==> src/rtl/tps_pkg.sv <==
// Shared constants and helpers for the recursive pulse shifter.
// Assumes all arithmetic fits in 32-bit signed integers.
package tps_pkg;

    // Smallest period the generator can emit (one low and one high cycle).
    localparam int MIN_PERIOD = 2;

    // Clip a signed integer into the closed range [lo, hi].
    function automatic int clip_int(input int v, input int lo, input int hi);
        if (v < lo)      return lo;
        else if (v > hi) return hi;
        else             return v;
    endfunction

endpackage

==> src/rtl/tps_in_meas.sv <==
// Input measurement: synchronizes the input pulse, detects its falling
// edges and counts two versions of the input period. One counts every
// reference cycle; the other counts only cycles with meas_en high.
// Assumes SYNC_STAGES >= 2. The result is valid once a full period lies
// between two detected falling edges.
module tps_in_meas #(
    parameter int CNT_W       = 8,
    parameter int SYNC_STAGES = 2
) (
    input  logic             clk,
    input  logic             rst_n,
    input  logic             pulse_in,
    input  logic             meas_en,
    output logic [CNT_W-1:0] ti_ref,
    output logic [CNT_W-1:0] ti_gain,
    output logic             ti_valid
);
    logic [SYNC_STAGES-1:0] sync_q;
    logic                   last_q;
    logic                   in_fall;
    logic                   seen_q;
    logic [CNT_W-1:0]       ref_cnt;
    logic [CNT_W-1:0]       gain_cnt;
    logic [CNT_W-1:0]       ref_inc;
    logic [CNT_W-1:0]       gain_inc;

    // Synchronizer shift chain plus one delay flop for edge detection.
    always_ff @(posedge clk) begin
        if (!rst_n) begin
            sync_q <= '0;
            last_q <= 1'b0;
        end else begin
            sync_q <= {sync_q[SYNC_STAGES-2:0], pulse_in};
            last_q <= sync_q[SYNC_STAGES-1];
        end
    end

    assign in_fall = last_q & ~sync_q[SYNC_STAGES-1];

    // Saturating next values of both period counters.
    assign ref_inc  = (&ref_cnt)  ? ref_cnt  : ref_cnt + CNT_W'(1);
    assign gain_inc = (&gain_cnt) ? gain_cnt : gain_cnt + CNT_W'(meas_en);

    // Period counters: capture and restart at each detected falling edge.
    always_ff @(posedge clk) begin
        if (!rst_n) begin
            ref_cnt  <= '0;
            gain_cnt <= '0;
            ti_ref   <= '0;
            ti_gain  <= '0;
            seen_q   <= 1'b0;
            ti_valid <= 1'b0;
        end else if (in_fall) begin
            ti_ref   <= ref_inc;
            ti_gain  <= gain_inc;
            ref_cnt  <= '0;
            gain_cnt <= '0;
            seen_q   <= 1'b1;
            ti_valid <= ti_valid | seen_q;
        end else begin
            ref_cnt  <= ref_inc;
            gain_cnt <= gain_inc;
        end
    end

    // once a complete period has been measured, it stays measured.
    a_r4_valid_sticky: assert property (@(posedge clk) disable iff (!rst_n)
        ti_valid |=> ti_valid);

    // a valid reference-path period is never zero cycles long.
    a_r4_ref_nonzero: assert property (@(posedge clk) disable iff (!rst_n)
        ti_valid |-> (ti_ref != '0));

endmodule

==> src/rtl/tps_update.sv <==
// Recursive update: holds the signed time-difference count tau. At each
// valid step it adds the output period just ended and subtracts the
// measured reference input period. It also forms the clamped next output
// period TI_gain + T - tau_new. Assumes step is the last cycle of the
// current output period.
module tps_update #(
    parameter int PER_W  = 8,
    parameter int TAU_W  = 8,
    parameter int CTRL_W = 8
) (
    input  logic                     clk,
    input  logic                     rst_n,
    input  logic                     step,
    input  logic                     ti_valid,
    input  logic [PER_W-1:0]         ti_ref,
    input  logic [PER_W-1:0]         ti_gain,
    input  logic [PER_W-1:0]         cur_per,
    input  logic signed [CTRL_W-1:0] shift_word,
    output logic [PER_W-1:0]         next_per
);
    localparam int TAU_MAX = (2 ** (TAU_W - 1)) - 1;
    localparam int TAU_MIN = -(2 ** (TAU_W - 1));
    localparam int PER_MAX = (2 ** PER_W) - 1;

    logic signed [TAU_W-1:0] tau_q;
    logic signed [TAU_W-1:0] tau_next;
    int                      tau_sum;
    int                      raw_per;

    // Next tau and next period, computed from the current registers.
    always_comb begin
        tau_sum  = int'(tau_q) + int'(cur_per) - int'(ti_ref);
        tau_next = TAU_W'(tps_pkg::clip_int(tau_sum, TAU_MIN, TAU_MAX));
        raw_per  = int'(ti_gain) + int'(shift_word) - int'(tau_next);
        next_per = PER_W'(tps_pkg::clip_int(raw_per, tps_pkg::MIN_PERIOD, PER_MAX));
    end

    // Tau register: advances only at a step with a measured input period.
    always_ff @(posedge clk) begin
        if (!rst_n)
            tau_q <= '0;
        else if (step && ti_valid)
            tau_q <= tau_next;
    end

    // tau stays at zero until the input period has been measured.
    a_r3_tau_zero_until_valid: assert property (@(posedge clk) disable iff (!rst_n)
        !ti_valid |-> (tau_q == '0));

    // tau changes only at update steps.
    a_r5_tau_moves_at_step: assert property (@(posedge clk) disable iff (!rst_n)
        !step |=> $stable(tau_q));

endmodule

==> src/rtl/tps_period_gen.sv <==
// Programmable period generator. It counts through the current period,
// drives the output low for the first half and high for the second half,
// and flags the last cycle as the update step. At that step it loads the
// new period if the input period is valid. Assumes next_per >= 2.
module tps_period_gen #(
    parameter int PER_W    = 8,
    parameter int INIT_PER = 64
) (
    input  logic             clk,
    input  logic             rst_n,
    input  logic             load_en,
    input  logic [PER_W-1:0] next_per,
    output logic [PER_W-1:0] cur_per,
    output logic             step,
    output logic             pulse_out
);
    logic [PER_W-1:0] cnt_q;

    assign step      = (cnt_q == cur_per - PER_W'(1));
    assign pulse_out = (cnt_q >= (cur_per >> 1));

    // Position counter and period register; reload only at period end.
    always_ff @(posedge clk) begin
        if (!rst_n) begin
            cnt_q   <= '0;
            cur_per <= PER_W'(INIT_PER);
        end else if (step) begin
            cnt_q <= '0;
            if (load_en)
                cur_per <= next_per;
        end else begin
            cnt_q <= cnt_q + PER_W'(1);
        end
    end

    // the last cycle of a period is high and the next cycle is low.
    a_r2_high_at_step: assert property (@(posedge clk) disable iff (!rst_n)
        step |-> pulse_out);
    a_r2_low_after_step: assert property (@(posedge clk) disable iff (!rst_n)
        step |=> !pulse_out);

    // the period changes only across a period boundary.
    a_r6_reload_at_step: assert property (@(posedge clk) disable iff (!rst_n)
        !step |=> $stable(cur_per));

    // the period never drops below the two-cycle floor.
    a_r6_period_floor: assert property (@(posedge clk) disable iff (!rst_n)
        cur_per >= PER_W'(tps_pkg::MIN_PERIOD));

endmodule

==> src/rtl/pulse_phase_shifter.sv <==
// Top level of the recursive pulse time/phase shifter. It joins the input
// measurement, the tau/next-period update and the period generator. All
// timing is counted in clk cycles; meas_en scales the gain-path count.
module pulse_phase_shifter #(
    parameter int PER_W       = 8,
    parameter int TAU_W       = 8,
    parameter int CTRL_W      = 8,
    parameter int INIT_PER    = 64,
    parameter int SYNC_STAGES = 2
) (
    input  logic                     clk,
    input  logic                     rst_n,
    input  logic                     meas_en,
    input  logic                     pulse_in,
    input  logic signed [CTRL_W-1:0] shift_word,
    output logic                     pulse_out
);
    logic [PER_W-1:0] ti_ref;
    logic [PER_W-1:0] ti_gain;
    logic             ti_valid;
    logic [PER_W-1:0] cur_per;
    logic [PER_W-1:0] next_per;
    logic             step;

    tps_in_meas #(
        .CNT_W      (PER_W),
        .SYNC_STAGES(SYNC_STAGES)
    ) u_meas (
        .clk     (clk),
        .rst_n   (rst_n),
        .pulse_in(pulse_in),
        .meas_en (meas_en),
        .ti_ref  (ti_ref),
        .ti_gain (ti_gain),
        .ti_valid(ti_valid)
    );

    tps_update #(
        .PER_W (PER_W),
        .TAU_W (TAU_W),
        .CTRL_W(CTRL_W)
    ) u_update (
        .clk       (clk),
        .rst_n     (rst_n),
        .step      (step),
        .ti_valid  (ti_valid),
        .ti_ref    (ti_ref),
        .ti_gain   (ti_gain),
        .cur_per   (cur_per),
        .shift_word(shift_word),
        .next_per  (next_per)
    );

    tps_period_gen #(
        .PER_W   (PER_W),
        .INIT_PER(INIT_PER)
    ) u_gen (
        .clk      (clk),
        .rst_n    (rst_n),
        .load_en  (ti_valid),
        .next_per (next_per),
        .cur_per  (cur_per),
        .step     (step),
        .pulse_out(pulse_out)
    );

    // while reset is held, the output stays low.
    a_r1_low_in_reset: assert property (@(posedge clk)
        !rst_n |=> !pulse_out);

endmodule

==> config.mk <==
export PLATFORM = sky130hd
export DESIGN_NAME = pulse_phase_shifter
export DESIGN_NICKNAME = d
export VERILOG_FILES = /design/src/rtl/tps_pkg.sv /design/src/rtl/tps_in_meas.sv /design/src/rtl/tps_update.sv /design/src/rtl/tps_period_gen.sv /design/src/rtl/pulse_phase_shifter.sv
export SDC_FILE = /design/constraint.sdc
export NUM_CORES = 1
export LEC_CHECK = 0
export BUFFER_PORTS_ARGS = -buffer_cell sky130_fd_sc_hd__buf_2
export CAP_MARGIN = 20
export CELL_PAD_IN_SITES_DETAIL_PLACEMENT = 0
export CELL_PAD_IN_SITES_GLOBAL_PLACEMENT = 2
export CORE_ASPECT_RATIO = 1.5
export CORE_UTILIZATION = 38
export CTS_BUF_LIST = sky130_fd_sc_hd__clkbuf_2 sky130_fd_sc_hd__clkbuf_4 sky130_fd_sc_hd__clkbuf_8
export DETAILED_ROUTE_END_ITERATION = 10
export GPL_ROUTABILITY_DRIVEN = 0
export PLACE_DENSITY = 0.78
export SLEW_MARGIN = 20
export SYNTH_ARGS = -nofsm -noshare
export SYNTH_HDL_FRONTEND = slang
export SYNTH_HIERARCHICAL = 1
export SYNTH_SLANG_ARGS = --single-unit
==> constraint.sdc <==
create_clock -name clk -period 5.9 [get_ports clk]
set_clock_uncertainty 0.1 [all_clocks]
set_input_delay 0.295 -clock clk [delete_from_list [all_inputs] [get_ports clk]]
set_output_delay 0.295 -clock clk [all_outputs]
set_load 0.02 [all_outputs]
==> summary.md <==
| Metric | Value |
|---|---|
| Crit Path Category | reg -> reg |
| Final net count | 598 |
| Power Density | 205 nW/um^2 |
| Most used DFF post-synth | dfxtp_1 |
| Vias in the first global route | 3,491 |
| Clk buf depth | 2 |
| Slew Limit Fails | 0 |
| Die X | 89.4 um |
| Port Buffer Count | 12 |
| Synth area leaders | dfxtp_1 (28%), ha_1 (9.8%), fa_1 (7.8%), inv_1 (5.4%), nand2_1 (4.7%) |
| Cell Area, Synth | 4360 sq um |
| Fill cell count | 1,136 |
| Largest net degree at the start of global routing | 35 |
| CP Capture Type | register |
| Post-route worst setup slack | 0.386 ns |
| Most frequent cells in the layout | inv_1 (63), dfxtp_1 (60), nand2_1 (54), nor2_1 (46), ha_1 (34) |
| Vias per inst | 5.05 |
| Max-cap violations | 0 |
| Die Y | 133 um |
| Initial antenna violation count | 0 |
| Global-route wire length before repair | 16,600 um |
| Leading area contributor after synthesis | dfxtp_1 |
| Site row count | 47 |
| Area share of the largest cell type after synthesis | 0.280 |
| Max Clk Rate | 181 MHz |
| Share of cells above drive strength 1 | 0.130 |
| Initial core utilization | 0.392 |
| Gr usage total | 0.187 |
| Run status | finished, final reports clean |
| Sequential share of the synthesized area | 0.280 |
| # clock sinks | 61 |
| Vias | 3,466 |
| Static leakage | 2.02 nW |
| CP required | 6.06 ns |
| CTS Hold Bufs | 0 |
| Worst skew pair latency | 0.34 ns |
| Hold Violations, Final | 0 |
| Avg Synthesized Cell Area | 8.43 sq um |
| Final WL | 10,300 um |
| Min Tclk post-route | 5.51 ns |
| Distinct cells, synth | 63 |
| Hold Path Class | in -> reg |
| GRT Residual Overflow | 0 |
| Syn nets | 580 |
| DRC Markers | 0 |
| CP max FO | 11 |
| Root Buffer Master | clkbuf_8 |
| Register area | 1220 sq um |
| Layout area overhead | 10.9% |
| FF-to-FF path depth | 25 |
| Total CTS buffers | 9 |
| Dpl ws | 0.106 ns |
| Die area | 11,900 sq um |
| Setup crit start kind | register |
| Worst Tran Pin Value | 1.01 ns |
| Core area | 11,100 sq um |
| DPL Wire Length | 8300 um |
| Hold Slack | 0.0726 ns |
| Num ports | 13 |
| Reg clk slew, reported paths | 0.07 ns |
| Post-Syn Instances | 517 |
| Peak supply drop | 0.130 mV |
| Worst Path Arrival | 5.68 ns |
| Hold path depth | 2 |
| Util after Layout | 0.435 |
| Post-synth EDFFs | 0 |
| Setup violators final | 0 |
| Commonest non-fill, non-tap cell in the layout | inv_1 |
| DRT antenna net count | 0 |
| Final worst-path cycle share | 0.935 |
| Synth async-reset ratio | 0 |
| H-tree depth | 3 |
| Warning count from the yosys run | 6 |
| Wire length per cell | 14.9 um |
| # diodes | 0 |
| Footprint of the multi-input gates | 2850 sq um |
| FF+latch count, synth | 61 |
| Number of DRC markers in iteration 0 | 110 |
| Overall Power | 0.990 mW |
| CTS tree | built |
| Slew HR | 0.327 |
| Router iterations before antenna repair | 4 |
worst max-delay path, cell delays in order, from the launching register on:
cell,delay [ns]
dfxtp_2,0.38
inv_1,0.07
fa_1,0.50
inv_1,0.07
fa_1,0.49
a211oi_2,0.26
nor2_2,0.10
a21oi_4,0.20
xnor2_1,0.21
a31oi_1,0.13
buf_4,0.20
o21a_1,0.18
ha_1,0.28
inv_1,0.06
ha_1,0.19
inv_1,0.07
fa_1,0.40
nor2b_1,0.19
o31ai_2,0.10
a21oi_2,0.25
o21a_1,0.22
o211ai_4,0.14
a21oi_1,0.21
nor2_1,0.07
and4_1,0.20
a31oi_1,0.15
power breakdown:
part / leakage [nW] / switching [mW] / internal (mW)
Clock: 0.101 / 0.173 / 0.235
Sequential: 0.494 / 0.00820 / 0.418
Combinational: 1.42 / 0.0920 / 0.0639
stage by stage:
step	TNS, ns	cell area (sq um)	std cells
after global placement	0	4580	670
after global routing	-0.0167	4830	686
after floorplan	0	4360	517
final	0	4830	686
after CTS	0	4800	685
after detailed placement	0	4580	670
state kept, by name, summed over array words and instances, names as in the netlist:
| register | count |
|---|---|
| u_gen/cnt_q | 8 |
| u_gen/cur_per | 8 |
| u_meas/gain_cnt | 8 |
| u_meas/ref_cnt | 8 |
| u_meas/ti_gain | 8 |
| u_meas/ti_ref | 8 |
| u_update/tau_q | 8 |
| u_meas/sync_q | 2 |
| u_meas/last_q | 1 |
| u_meas/seen_q | 1 |
| u_meas/ti_valid | 1 |
path summary, 6_finish.rpt:
path / to / slack, ns / from
max: u_gen/cur_per[6] / 0.39 / u_gen/cur_per[1]
min: u_meas/sync_q[0] / 0.07 / pulse_in
max reg2reg: u_gen/cur_per[6] / 0.39 / u_gen/cur_per[1]
min reg2reg: u_meas/sync_q[1] / 0.34 / u_meas/sync_q[0]
final cells by class:
class,count,area share
clock buffers,9,0.0256
clock inverters,6,0.0184
inverters,65,0.0505
multi-input cells,378,0.590
flip-flops and latches,61,0.253
well taps,147,0.0381
repair buffers,20,0.0249
routing by layer:
metal | GRT usage | vias to the layer above | routed length, um
li1 | - | 1780 | -
met1 | 0.202 | 1631 | 4310
met2 | 0.341 | 39 | 5450
met3 | 0.0366 | 16 | 200
met4 | 0.0811 | 0 | 300
met5 | 0 | - | 0
synth_stat cells (15+ instances only):
library cell   n
a21oi_1       21
nor2_1        46
inv_1         63
nand2_1       54
o21ai_1       21
fa_1          17
dfxtp_1       61
o21ai_0       20
nand3_1       15
ha_1          34
xnor2_1       19
what timing repair did:
item / 4_1_cts / 5_1_grt
setup endpoints to repair: 0 / 8
setup buffers: 0 / 1
gates resized for setup: 0 / 7
endpoints found under the hold margin: 0 / 0
logic make-up after synthesis:
| logic type | after synthesis | synth area share |
|---|---|---|
| compound gates | 110 | 0.171 |
| flops | 61 | 0.280 |
| xor+xnor | 32 | 0.0661 |
| mux | 12 | 0.0276 |
| simple gates | 173 | 0.208 |
| fa+ha+maj | 51 | 0.176 |
| buf+inv | 78 | 0.0721 |
No activity file was read; power rests on OpenSTA's default activity.
